[config.mk]
export PLATFORM = sky130hd
export DESIGN_NAME = rd_window_tracker
export DESIGN_NICKNAME = d
export VERILOG_FILES = /design/src/rtl/rwt_pkg.sv /design/src/rtl/rwt_dncnt.sv /design/src/rtl/rwt_cut_timer.sv /design/src/rtl/rwt_beat_ctr.sv /design/src/rtl/rd_window_tracker.sv
export SDC_FILE = /design/constraint.sdc
export NUM_CORES = 1
export LEC_CHECK = 0
export BUFFER_PORTS_ARGS = -buffer_cell sky130_fd_sc_hd__clkbuf_2
export CAP_MARGIN = 10
export CORE_MARGIN = 2
export CORE_UTILIZATION = 50
export DETAILED_ROUTE_END_ITERATION = 8
export PLACE_DENSITY_LB_ADDON = 0.15
export SETUP_SLACK_MARGIN = 0.05
export SLEW_MARGIN = 25
export SYNTH_ARGS = -nofsm -noshare
export SYNTH_HDL_FRONTEND = slang
export SYNTH_SLANG_ARGS = --single-unit
[constraint.sdc]
create_clock -name clk -period 1.6 [get_ports clk]
set_clock_uncertainty 0.15 [all_clocks]
set_input_delay 0.08 -clock clk [delete_from_list [all_inputs] [get_ports clk]]
set_output_delay 0.08 -clock clk [all_outputs]
set_load 0.005 [all_outputs]
[src/rtl/rwt_pkg.sv]
package rwt_pkg;

    localparam int MAX_BURST = 8;
    localparam int BEAT_W    = $clog2(MAX_BURST / 2);
    localparam int IDX_W     = BEAT_W + 1;
    localparam int LAT_W     = 2;

    typedef enum logic [1:0] {
        CMD_NOP  = 2'd0,
        CMD_READ = 2'd1,
        CMD_PRE  = 2'd2,
        CMD_RSVD = 2'd3
    } cmd_e;

    typedef enum logic [1:0] {
        ST_IDLE = 2'd0,
        ST_WAIT = 2'd1,
        ST_DATA = 2'd2
    } phase_e;

    typedef struct packed {
        logic [LAT_W-1:0]  cas_lat;
        logic [BEAT_W-1:0] last_beat;
    } burst_ctx_s;

    // latency in clocks: 2 for code 2, otherwise 3
    function automatic logic [LAT_W-1:0] cl_decode(input logic [1:0] code);
        return (code == 2'd2) ? LAT_W'(2) : LAT_W'(3);
    endfunction

    // index of the final two-word beat of a burst
    function automatic logic [BEAT_W-1:0] last_beat_decode(input logic [1:0] code);
        case (code)
            2'd0:    return BEAT_W'(0);
            2'd1:    return BEAT_W'(1);
            default: return BEAT_W'((MAX_BURST / 2) - 1);
        endcase
    endfunction

endpackage

[src/rtl/rwt_dncnt.sv]
module rwt_dncnt #(
    parameter int W = 2
) (
    input  logic         clk,
    input  logic         rst,
    input  logic         clear,
    input  logic         load,
    input  logic [W-1:0] load_val,
    output logic [W-1:0] cnt,
    output logic         zero
);
    logic [W-1:0] cnt_q;

    always_ff @(posedge clk) begin
        if (rst || clear) begin
            cnt_q <= '0;
        end else if (load) begin
            cnt_q <= load_val;
        end else if (cnt_q != '0) begin
            cnt_q <= cnt_q - 1'b1;
        end
    end

    assign cnt  = cnt_q;
    assign zero = (cnt_q == '0);
endmodule

[src/rtl/rwt_cut_timer.sv]
module rwt_cut_timer #(
    parameter int W = 2
) (
    input  logic         clk,
    input  logic         rst,
    input  logic         clear,
    input  logic         arm,
    input  logic [W-1:0] delay,
    output logic         armed,
    output logic         expire
);
    logic         armed_q;
    logic [W-1:0] left;
    logic         left_zero;

    rwt_dncnt #(.W(W)) u_left (
        .clk      (clk),
        .rst      (rst),
        .clear    (clear),
        .load     (arm),
        .load_val (delay),
        .cnt      (left),
        .zero     (left_zero)
    );

    always_ff @(posedge clk) begin
        if (rst || clear) begin
            armed_q <= 1'b0;
        end else if (arm) begin
            armed_q <= 1'b1;
        end
    end

    assign armed  = armed_q;
    assign expire = armed_q && left_zero;
endmodule

[src/rtl/rwt_beat_ctr.sv]
module rwt_beat_ctr
    import rwt_pkg::*;
(
    input  logic              clk,
    input  logic              rst,
    input  logic              start,
    input  logic [BEAT_W-1:0] last_in,
    input  logic              advance,
    output logic [BEAT_W-1:0] beat,
    output logic              is_last
);
    logic [BEAT_W-1:0] beat_q;
    logic [BEAT_W-1:0] last_q;

    always_ff @(posedge clk) begin
        if (rst) begin
            beat_q <= '0;
            last_q <= '0;
        end else if (start) begin
            beat_q <= '0;
            last_q <= last_in;
        end else if (advance) begin
            beat_q <= beat_q + 1'b1;
        end
    end

    assign beat    = beat_q;
    assign is_last = (beat_q == last_q);
endmodule

[src/rtl/rd_window_tracker.sv]
module rd_window_tracker
    import rwt_pkg::*;
#(
    parameter int BANK_W = 2
) (
    input  logic              clk,
    input  logic              rst,
    input  logic [1:0]        cmd,
    input  logic [BANK_W-1:0] cmd_bank,
    input  logic [1:0]        cfg_cas_lat,
    input  logic [1:0]        cfg_burst_code,
    output logic              dq_valid_rise,
    output logic              dq_valid_fall,
    output logic [IDX_W-1:0]  word_idx_rise,
    output logic [IDX_W-1:0]  word_idx_fall,
    output logic              bus_drive
);
    cmd_e              cmd_c;
    phase_e            phase_q, phase_d;
    logic [BANK_W-1:0] bank_q;
    burst_ctx_s        ctx_q, ctx_new;

    logic              read_go, pre_hit, burst_end, in_data;
    logic              lat_zero;
    logic [LAT_W-1:0]  lat_cnt;
    logic              cut_armed, cut_expire;
    logic [BEAT_W-1:0] beat;
    logic              beat_last;

    assign cmd_c   = cmd_e'(cmd);
    assign in_data = (phase_q == ST_DATA);

    assign ctx_new.cas_lat   = cl_decode(cfg_cas_lat);
    assign ctx_new.last_beat = last_beat_decode(cfg_burst_code);

    assign read_go = (phase_q == ST_IDLE) && (cmd_c == CMD_READ);
    assign pre_hit = (phase_q != ST_IDLE) && (cmd_c == CMD_PRE)
                     && (cmd_bank == bank_q);
    assign burst_end = in_data && (cut_expire || beat_last);

    // read-to-data latency
    rwt_dncnt #(.W(LAT_W)) u_lat (
        .clk      (clk),
        .rst      (rst),
        .clear    (1'b0),
        .load     (read_go),
        .load_val (ctx_new.cas_lat - 1'b1),
        .cnt      (lat_cnt),
        .zero     (lat_zero)
    );

    // precharge cut-off deadline, first matching precharge only
    rwt_cut_timer #(.W(LAT_W)) u_cut (
        .clk    (clk),
        .rst    (rst),
        .clear  (burst_end),
        .arm    (pre_hit && !cut_armed),
        .delay  (ctx_q.cas_lat - 1'b1),
        .armed  (cut_armed),
        .expire (cut_expire)
    );

    rwt_beat_ctr u_beat (
        .clk     (clk),
        .rst     (rst),
        .start   (read_go),
        .last_in (ctx_new.last_beat),
        .advance (in_data && !burst_end),
        .beat    (beat),
        .is_last (beat_last)
    );

    always_comb begin
        phase_d = phase_q;
        case (phase_q)
            ST_IDLE: if (read_go)   phase_d = ST_WAIT;
            ST_WAIT: if (lat_zero)  phase_d = ST_DATA;
            ST_DATA: if (burst_end) phase_d = ST_IDLE;
            default:                phase_d = ST_IDLE;
        endcase
    end

    always_ff @(posedge clk) begin
        if (rst) begin
            phase_q <= ST_IDLE;
            bank_q  <= '0;
            ctx_q   <= '0;
        end else begin
            phase_q <= phase_d;
            if (read_go) begin
                bank_q <= cmd_bank;
                ctx_q  <= ctx_new;
            end
        end
    end

    assign dq_valid_rise = in_data;
    assign dq_valid_fall = in_data;
    assign word_idx_rise = in_data ? {beat, 1'b0} : '0;
    assign word_idx_fall = in_data ? {beat, 1'b1} : '0;
    assign bus_drive     = in_data || ((phase_q == ST_WAIT) && lat_zero);

endmodule

==> reports/results.ini <==
[setup_path]
start_kind=input port
crit_path_end_kind=register
crit_type=in -> reg
crit_required_ps=1620
cp_max_fo=5
cp.arrival_ps=1530

[power]
p_leak_nw=0.393
p_per_area_nw_per_um2=762
peakVddDrop_mv=0.504

[logic_synthesis]
ys_types=30
ys_seq_elements=15
netlist_area_um2=762
syn_nets=95
yosys.area.top_type=dfxtp_1
synth-seq-area-share_pct=39.4
syn_avg_cell_area_um2=8.96
synthTopCellsByArea=dfxtp_1, xnor2_1, buf_4
synth_top_area_share_pct=39.4
syn_inst=85
yosys_warnings=0

[final_layout]
syn2layout_area_growth_pct=22.5
drive_above_1_share_pct=32.7
n_antenna_cell=0
finalInstanceArea_um2=933
final_nets=118

[clock_network]
cts_tree=done
path_clk_slew_ps=80
clock_latency_ps=270
clock-sinks=15
numCtsBuffers=3
cts_root_buf=clkbuf_4
cts.path.max_buffers=2
cts.htree.levels=1

[sta]
rsz0062_at_grt=true
setup_viol=0
finalHoldViolations=0
min_period_ps=1500
fmax_mhz=665
tns_ps=0
finalMaxSlewViolations=0
finalCritPeriodShare_pct=94.0

[min_path]
hold_class=in -> reg

[global_routing]
grt_pass1_wl_um=2300
overflow=0
grt_start_max_net_pins=14
grtUsageTotal_pct=16.4
grt_antenna_before_repair=0
first_global_vias=575

[floorplan]
start_util_pct=51.8
io_pins=19
die_h_um=43.0
die_area_um2=1850
chipWidth_um=43.0
rows=14
core_area_um2=1470

[detailed_routing]
met3_length_um=64
viasPerCell=5.02
totalWireLength_um=1390
remaining_drc_errors=0
wl_per_cell_um=11.3
ant_nets=0
highest_layer=met4
first_pass_iters=4
drtIter0Drc=3
met1_length_um=640
wl_met2_um=671
vias=618

[place]
port_buffers=17
dp_hpwl_um=1000
gp_congestion=0.747
dpl-instance-area_um2=842

[job]
max_cap_violations=0

[status]
outcome=completed

-- power breakdown --
part	switching, W	total, W	internal (W)
Combinational	0.0000521	0.000105	0.0000530
Sequential	0.0000120	0.000400	0.000388
Clock	0.000110	0.000207	0.0000965
-- critical path: stages --
cell and delay, ps:
dlygate4sd3_1 530, clkbuf_2 120, xnor2_1 190, o2111ai_2 210, and3_1 230, o21a_1 170
-- cells by family after synthesis --
logic type                count (synthesis)  share of synthesized area, %
and+or+nand+nor                          36                          28.7
xor gates and xnor gates                  7                          8.05
AOI/OAI and AO/OA                        16                          15.6
DFF                                      15                          39.4
buffers and inverters                    10                          7.72
other                                     1                         0.492
-- per-stage QoR --
step                instances  power (W)  setup WS [ps]  utilization (%)  hold WS [ps]
global route              123   0.000747           22.3             63.4          49.7
finish                    123   0.000712           95.9             63.4          15.8
global placement          114   0.000499            115             57.2           181
detailed placement        114   0.000500            110             57.2           184
floorplan                  85   0.000471            173                -        -0.278
CTS                       123   0.000719           89.0             63.0          7.25
-- per-layer routing --
layer / GRT usage, % / vias to the layer above
li1: - / 327
met1: 19.3 / 273
met2: 27.6 / 16
met3: 2.98 / 2
met4: 9.70 / 0
met5: 0 / -
-- cells in the final DEF (no fill, tap or decap), types with 3 or more instances in the layout --
cell type and count:
nor2_1 9, nor3_2 3, clkbuf_4 3, dlygate4sd3_1 5, a21oi_1 7, nand2_1 9
dfxtp_1 14, xnor2_1 6, clkbuf_2 17, buf_4 3
-- path summary, 6_finish.rpt --
| path | startpoint | to | slack [ps] | cells after the start |
|---|---|---|---|---|
| max reg2reg | phase_q[0] | u_lat.cnt[0] | 110 | 3 |
| min reg2reg | u_beat.last_q[1] | u_beat.last_q[1] | 320 | 2 |
| min | cfg_cas_lat[0] | u_lat.cnt[1] | 20 | 4 |
| max | cmd_bank[0] | u_cut.u_left.cnt[1] | 100 | 6 |
-- synthesized netlist by cell type --
cell,number
nor3_1,1
a21oi_1,7
dfxtp_1,15
a21boi_1,1
and3b_1,1
nor4b_4,1
nor3_2,3
nand2b_1,3
a22o_1,1
xnor2_1,6
clkbuf_2,1
nor2_1,9
and3_1,1
o2111ai_1,1
a221oi_2,2
buf_2,1
buf_4,5
nand2_1,9
and2_2,1
nand3_1,1
a21oi_2,1
o21a_1,2
or4b_1,1
conb_1,1
nand3b_1,2
xor2_1,1
inv_1,3
o21ai_0,1
nor3b_1,2
nor2b_1,1
-- repair_timing --
item,4_1_cts,5_1_grt
pin swaps,0,1
resized for setup,2,2
hold buffers,5,0
setup endpoints to repair,2,4
hold endpoints to repair,5,0
setup buffers,0,0
gates cloned,0,0
-- sequential cells by signal, summed over array words and instances, names as in the netlist --
name	count
ctx_q	2
bank_q	2
u_beat.last_q	2
u_lat.cnt	2
u_cut.u_left.cnt	2
u_cut.armed	1
phase_q	2
u_beat.beat	2
-- final cells by class --
type / count / area [um^2]
Clock buffer: 4 / 26.3
Tap cell: 16 / 20.0
Inverter: 3 / 11.3
Fill cell: 136 / 538
Multi-Input combinational cell: 60 / 417
Sequential cell: 15 / 302
Timing Repair Buffer: 25 / 158
No activity file was read; power rests on OpenSTA's default activity.
